===== config.mk =====
export PLATFORM = sky130hd
export DESIGN_NAME = scan_chunk_decimator
export DESIGN_NICKNAME = d
export VERILOG_FILES = /design/src/rtl/sdec_pkg.sv /design/src/rtl/sdec_pos_ctr.sv /design/src/rtl/sdec_stop_ctr.sv /design/src/rtl/sdec_gate.sv /design/src/rtl/scan_chunk_decimator.sv
export SDC_FILE = /design/constraint.sdc
export NUM_CORES = 1
export LEC_CHECK = 0
export ABC_AREA = 0
export BUFFER_PORTS_ARGS = -buffer_cell sky130_fd_sc_hd__buf_2
export CORE_ASPECT_RATIO = 1.5
export CORE_MARGIN = 4
export CORE_UTILIZATION = 48
export DETAILED_ROUTE_END_ITERATION = 8
export PLACE_DENSITY = 0.68
export SYNTH_ARGS = -nofsm -noshare
export SYNTH_HDL_FRONTEND = slang
export SYNTH_SLANG_ARGS = --single-unit

===== constraint.sdc =====
create_clock -name clk -period 21.5 [get_ports clk]
set_input_delay 4.3 -clock clk [delete_from_list [all_inputs] [get_ports clk]]
set_output_delay 4.3 -clock clk [all_outputs]
set_load 0.02 [all_outputs]

===== src/rtl/sdec_pkg.sv =====
package sdec_pkg;
  typedef enum logic [1:0] {
    ST_IDLE = 2'd0,
    ST_RUN  = 2'd1,
    ST_DONE = 2'd2
  } run_state_t;
endpackage


===== src/rtl/sdec_pos_ctr.sv =====
module sdec_pos_ctr #(
  parameter int CH_W   = 5,
  parameter int SKIP_W = 8
) (
  input  logic              clk,
  input  logic              rst_n,
  input  logic              clear,
  input  logic              step,
  input  logic [CH_W-1:0]   chans,
  input  logic [SKIP_W-1:0] skip,
  output logic              keep
);
  logic [CH_W-1:0]   lane_q;
  logic [SKIP_W-1:0] rep_q;
  logic              last_lane;

  assign last_lane = (lane_q == chans - CH_W'(1));
  assign keep      = (rep_q == '0);

  always_ff @(posedge clk) begin
    if (!rst_n || clear) begin
      lane_q <= '0;
      rep_q  <= '0;
    end else if (step) begin
      if (last_lane) begin
        lane_q <= '0;
        rep_q  <= (rep_q == skip) ? '0 : rep_q + SKIP_W'(1);
      end else begin
        lane_q <= lane_q + CH_W'(1);
      end
    end
  end


  lane_in_range_chk: assert property (@(posedge clk) disable iff (!rst_n)
    (lane_q < chans) && (rep_q <= skip));


  clear_restarts_chk: assert property (@(posedge clk) disable iff (!rst_n)
    clear |=> (lane_q == '0) && keep);
endmodule


===== src/rtl/sdec_stop_ctr.sv =====
module sdec_stop_ctr
  import sdec_pkg::*;
#(
  parameter int CNT_W = 30
) (
  input  logic             clk,
  input  logic             rst_n,
  input  logic             load,
  input  logic [CNT_W-1:0] load_val,
  input  logic             cont_in,
  input  logic             step,
  output logic             running,
  output logic             done
);
  run_state_t       state_q;
  logic [CNT_W-1:0] cnt_q;
  logic             cont_q;

  always_ff @(posedge clk) begin
    if (!rst_n) begin
      state_q <= ST_IDLE;
      cnt_q   <= '0;
      cont_q  <= 1'b0;
    end else if (load) begin
      cont_q  <= cont_in;
      cnt_q   <= load_val;
      state_q <= (!cont_in && load_val == '0) ? ST_DONE : ST_RUN;
    end else if (step && state_q == ST_RUN && !cont_q) begin
      cnt_q <= cnt_q - CNT_W'(1);
      if (cnt_q == CNT_W'(1)) state_q <= ST_DONE;
    end
  end

  assign running = (state_q == ST_RUN);
  assign done    = (state_q == ST_DONE);


  no_accept_after_done_chk: assert property (@(posedge clk) disable iff (!rst_n)
    done |-> !step);


  last_sample_done_chk: assert property (@(posedge clk) disable iff (!rst_n)
    (step && !load && running && !cont_q && cnt_q == CNT_W'(1)) |=> done);


  continuous_never_done_chk: assert property (@(posedge clk) disable iff (!rst_n)
    cont_q |-> !done);
endmodule


===== src/rtl/sdec_gate.sv =====
module sdec_gate (
  input  logic running,
  input  logic start,
  input  logic keep,
  input  logic in_valid,
  input  logic out_ready,
  output logic in_ready,
  output logic out_valid,
  output logic accept
);
  logic live;

  assign live      = running && !start;
  assign in_ready  = live && (keep ? out_ready : 1'b1);
  assign out_valid = live && in_valid && keep;
  assign accept    = in_valid && in_ready;
endmodule


===== src/rtl/scan_chunk_decimator.sv =====
module scan_chunk_decimator #(
  parameter int DATA_W = 16,
  parameter int CH_W   = 5,
  parameter int SKIP_W = 8,
  parameter int SCAN_W = 16
) (
  input  logic              clk,
  input  logic              rst_n,
  input  logic [CH_W-1:0]   cfg_chans,
  input  logic [SKIP_W-1:0] cfg_skip,
  input  logic [SCAN_W-1:0] cfg_scans,
  input  logic              cfg_continuous,
  input  logic              start,
  input  logic              in_valid,
  input  logic [DATA_W-1:0] in_data,
  output logic              in_ready,
  output logic              out_valid,
  output logic [DATA_W-1:0] out_data,
  input  logic              out_ready,
  output logic              done
);
  localparam int CNT_W = SCAN_W + CH_W + SKIP_W + 1;

  logic [CH_W-1:0]   chans_eff;
  logic [CH_W-1:0]   chans_q;
  logic [SKIP_W-1:0] skip_q;
  logic [CNT_W-1:0]  load_val;
  logic              keep;
  logic              running;
  logic              accept;

  assign chans_eff = (cfg_chans == '0) ? CH_W'(1) : cfg_chans;
  assign load_val  = CNT_W'(cfg_scans) * CNT_W'(chans_eff)
                   * (CNT_W'(cfg_skip) + CNT_W'(1));

  always_ff @(posedge clk) begin
    if (!rst_n) begin
      chans_q <= CH_W'(1);
      skip_q  <= '0;
    end else if (start) begin
      chans_q <= chans_eff;
      skip_q  <= cfg_skip;
    end
  end

  sdec_pos_ctr #(.CH_W(CH_W), .SKIP_W(SKIP_W)) u_pos (
    .clk   (clk),
    .rst_n (rst_n),
    .clear (start),
    .step  (accept),
    .chans (chans_q),
    .skip  (skip_q),
    .keep  (keep)
  );

  sdec_stop_ctr #(.CNT_W(CNT_W)) u_stop (
    .clk      (clk),
    .rst_n    (rst_n),
    .load     (start),
    .load_val (load_val),
    .cont_in  (cfg_continuous),
    .step     (accept),
    .running  (running),
    .done     (done)
  );

  sdec_gate u_gate (
    .running   (running),
    .start     (start),
    .keep      (keep),
    .in_valid  (in_valid),
    .out_ready (out_ready),
    .in_ready  (in_ready),
    .out_valid (out_valid),
    .accept    (accept)
  );

  assign out_data = in_data;


  stall_blocks_input_chk: assert property (@(posedge clk) disable iff (!rst_n)
    (out_valid && !out_ready) |-> !in_ready);


  done_silent_chk: assert property (@(posedge clk) disable iff (!rst_n)
    done |-> (!out_valid && !in_ready));
endmodule


[Yosys cells after proc, flatten, opt, wreduce, memory -nomap -nowiden]
Cells that the tools add are included.
Cells by class
  add/subtract/negate cells: 5
  multiply operators: 2
  equality and inequality tests: 5
  muxes and demuxes: 10
  reductions and logical operators: 20
Operators with widths (count)
  $mux W30: 2
  $eq A30 B1 Y1 const B: 1
  $logic_not A30 Y1: 1
  $mul A21 B9 Y30: 1
  $sub A30 B1 Y30 const B: 1
  $mul A16 B5 Y21: 1
  $mux W5: 2
  $add A8 B1 Y9 const B: 1
  $add A8 B1 Y8 const B: 1
  $eq A8 B8 Y1: 1
  $logic_and A1 B1 Y1: 8
  $logic_not A8 Y1: 1
  $mux W2: 4
  $mux W8: 1
  $add A5 B1 Y5 const B: 1
  $eq A5 B5 Y1: 1
  $logic_not A5 Y1: 1
  $sub A5 B1 Y5 const B: 1
  $logic_not A1 Y1: 4
  $reduce_and A2 Y1: 2
  $reduce_bool A2 Y1: 2
  $eq A2 B1 Y1 const B: 1
  $eq A2 B2 Y1 const B: 1
  $logic_or A1 B1 Y1: 1
  $mux W1: 1
Storage, ports and cells
  bits in registers: 59
  output and inout bits: 19
  logic and storage cells: 49

[Logic depth before layout (Yosys ltp)]
  depth after elaboration: 8
  gate-level depth with buffers: 36

[Hierarchy]
Synthesis repeated with hierarchy kept, for this count alone.
Second synthesis, totals
  cells, all modules: 1502
  area, all modules: 12462.0 µm²
Modules (own cells, without submodules)
  scan_chunk_decimator: times used 1, cells an instance 1127, area each 9326.4 µm²
  sdec_stop_ctr: times used 1, cells an instance 249, area each 2013.2 µm²
  sdec_pos_ctr: times used 1, cells an instance 122, area each 1073.5 µm²
  sdec_gate: times used 1, cells an instance 4, area each 48.8 µm²

[Least setup slack after synthesis]
No wires, ideal clock.
  path type: input to register
  from: input port cfg_chans[2]
  to: register u_stop.state_q[1]
  data arrival time: 12.851 ns
  data required time: 21.440 ns
  path slack: 8.589 ns
  stages: 32
  path buffers: 1
  cells stage by stage: clkbuf_1 -> nand2_1 -> fa_1 -> fa_1 -> fa_1 -> inv_1 -> ha_1 -> a21oi_1 -> o21ai_0 -> a211oi_1 -> o211ai_1 -> a2111oi_0 -> nor3_1 -> xnor2_2 -> or2_2 -> fa_1 -> inv_1 -> fa_1 -> fa_1 -> inv_1 -> fa_1 -> inv_1 -> ha_1 -> a211oi_1 -> nor2_1 -> or3_1 -> a22oi_2 -> nand2_1 -> xor2_1 -> or4_1 -> o41ai_2 -> o311a_1
On the way
  longest elaborated chain between the ends: 8
Ends and longest elaborated chain
  from (decl): RTL line scan_chunk_decimator.sv:9  | input logic [CH_W-1:0] cfg_chans,
  $logic_not A5 Y1: RTL line scan_chunk_decimator.sv:32  | assign chans_eff = (cfg_chans == '0) ? CH_W'(1) : cfg_chans;
  $mux W5 (*): RTL line scan_chunk_decimator.sv:32
  $mul A16 B5 Y21 (*): RTL line scan_chunk_decimator.sv:33  | assign load_val = CNT_W'(cfg_scans) * CNT_W'(chans_eff)
  $mul A21 B9 Y30 (*): RTL line scan_chunk_decimator.sv:34  | * (CNT_W'(cfg_skip) + CNT_W'(1));
  $logic_not A30 Y1 (*): RTL line sdec_stop_ctr.sv:27  | state_q <= (!cont_in && load_val == '0) ? ST_DONE : ST_RUN;
  $logic_and A1 B1 Y1 (*): RTL line sdec_stop_ctr.sv:27
  $mux W2 (*): RTL line sdec_stop_ctr.sv:27
  $mux W2 (*): RTL line sdec_stop_ctr.sv:24  | end else if (load) begin
  to (signal assigned): RTL line sdec_stop_ctr.sv:27
  to (decl): RTL line sdec_stop_ctr.sv:15  | run_state_t state_q;
Every way passes the cells marked *; elsewhere a longest branch is shown, timed or not.
A chain may end at the register's enable or synchronous reset.

[Final worst setup path]
  from: input port cfg_chans[3]
  to: register u_stop.state_q[1]
Same word-level chain as after synthesis.

==> flow_summary.toml <==
[clock_tree]
cts_sinks = 59
cts_tree = "done"
cts_buffers = 9
hold_buffers = 0
cts_htree_levels = 3
cts-root-buf = "clkbuf_16"
cts_buffer_depth = 2
cts_resized = 0
clk_latency_ns = 0.34
post_cts_buffers = 0
cts.clk_slew.worst_paths_ns = 0.06

[synth]
synth_top_area_cell = "fa_1"
yosysSeqAreaShare_pct = 10.2
synth_area_mm2 = 0.0116
synth.most_common_cell = "inv_1"
synth.top_cell.area_share_pct = 30.3
synth.distinct_cells = 75
synth_common_cells = "inv_1, nor2_1, fa_1"
yosys_most_used_dff = "dfxtp_1"
ys_seq_elements = 59
synthCells = 1407
synthArstFlopShare_pct = 0
yosys_warnings = 0
synth.area.top_cells = "fa_1, dfxtp_1, ha_1"
synth_edf_count = 0
avgSynthCellArea_um2 = 8.26
syn-num-nets = 1720

[min_path]
hp-class = "reg -> reg"
holdPathStages = 2

[sta]
fin_skew_ns = 0.00613
max_clock_freq_ghz = 0.0736
worst_pin_slew_ns = 1.10
period_share_pct = 63.2
finalSetupViolCount = 0
slew_violations = 0
layout_min_cycle_time_ns = 13.59
finalHoldViolCount = 0
rsz0062_at_grt = "false"
tns_ns = 0
slew_headroom_pct = 26.1

[drt]
ant_nets = 0
routed_wl_um = 27600
vias = 9482
drt_pass1_iterations = 6
post_drt_wl_per_cell_um = 16.0
drc = 0
vias_per_cell = 5.49
drt-initial-drc-count = 456

[worst_setup_path]
worstSetupStartpointType = "primary input"
critPathSlowestCell = "nor4_1"
critPathBufInv = 4
crit_path_end_kind = "register"
r2r_cells = 9
crit_required_ns = 21.78
cp.depth = 32
worstPathArrival_ns = 13.88
critPathKind = "in -> reg"
path_common_cell = "fa_1"
slowest_delay_ns = 0.61
crit_family = "adder cells"
critPathMaxFanout = 18

[final_layout]
layout-drive-gt1-share_pct = 8.52
area_delta_synth_final_pct = 5.61
nNetsFinal = 1716
antenna_cells = 0

[floorplan]
die_w_um = 135
die_area_mm2 = 0.0268
start_util_pct = 49.0
core_area_mm2 = 0.0237
io_pins = 70
rows = 69
die_h_um = 199

[grt]
grtUsageTotal_pct = 21.5
gr-total-overflow = 0
grt_pass1_vias = 9994
grt_antenna_before_repair = 0
grt_max_degree = 49
grt_pass1_wl_um = 47100

[run]
drv_cap = 0

[run_status]
status = "finished, final reports clean"

[placement]
port_buffers = 37
dp_hpwl_um = 22700
routabilityCongestion = 0.913
[per-stage QoR]
stage                     utilization (%)  std cells  setup slack (ns)  hold WS (ns)  area (um2)
after floorplan                         -       1407              8.59         0.468       11600
final                                51.7       1727              7.91         0.518       12300
after global routing                 51.7       1727              7.26         0.545       12300
after detailed placement             50.5       1711              7.56         0.507       12000
after CTS                            51.7       1727              7.88         0.519       12300
after global placement               50.5       1711              7.60         0.491       12000
[registers in the layout, indices dropped and copies added, names as in the netlist]
name / flops
u_stop.cont_q: 1
u_stop.cnt_q: 30
chans_q: 5
u_stop.state_q: 2
u_pos.rep_q: 8
skip_q: 8
u_pos.lane_q: 5
[path summary, 6_finish.rpt]
| check | from | to | slack (ns) |
|---|---|---|---|
| max | cfg_chans[3] | u_stop.state_q[1] | 7.91 |
| max reg2reg | u_pos.rep_q[0] | u_stop.cnt_q[26] | 18.35 |
| min reg2reg | skip_q[3] | skip_q[3] | 0.52 |
| min | skip_q[3] | skip_q[3] | 0.52 |
[worst reg2reg max path, stage by stage (launching register included)]
cell	delay [ns]
dfxtp_1	0.43
inv_1	0.07
ha_1	0.22
a41oi_2	0.45
nand2b_1	0.42
or2_2	0.51
nor2_1	0.30
nand2_1	0.15
or3_1	0.33
a31oi_1	0.16
[cell usage in the layout (no fill, tap or decap), types with 14 or more instances in the layout]
cell,instances
a21oi_1,45
and2_1,58
buf_2,37
dfxtp_1,59
fa_1,176
ha_1,86
inv_1,217
mux2i_1,15
nand2_1,105
nand2b_1,28
nand3_1,18
nor2_1,177
nor2b_1,20
nor3_1,20
o21ai_0,37
or2_2,37
or3_1,14
xnor2_1,29
xor2_1,45
[layout make-up]
type	count	area [um2]
clock buffers	9	225
flip-flops and latches	59	1180
fillers	2311	11500
clock inverters	7	61.3
inverters	219	822
multi-input cells	1069	9340
well taps	319	399
repair buffers	45	245
[cell families (layout without fill, tap and decap cells)]
family          count (synthesis)  count (layout)  share of synthesized area, %
simple gates                  525             525                          22.2
buf+inv                       279             280                          9.53
fa+ha+maj                     262             262                          39.6
compound gates                190             190                          11.3
xor+xnor                       76              76                          5.79
flops                          59              59                          10.2
mux                            16              16                          1.39
[per-layer routing]
layer  global-route usage [%]  up-vias  share of wire, %
met5                        0        -                 0
met4                     7.92        0               3.8
met3                     2.05       61               3.4
met2                     39.9      216                52
met1                     25.6     4702                40
li1                         -     4503                 -
Power is not shown: default switching activity piles up to over one toggle a cycle in this logic, so the estimate is an artifact.
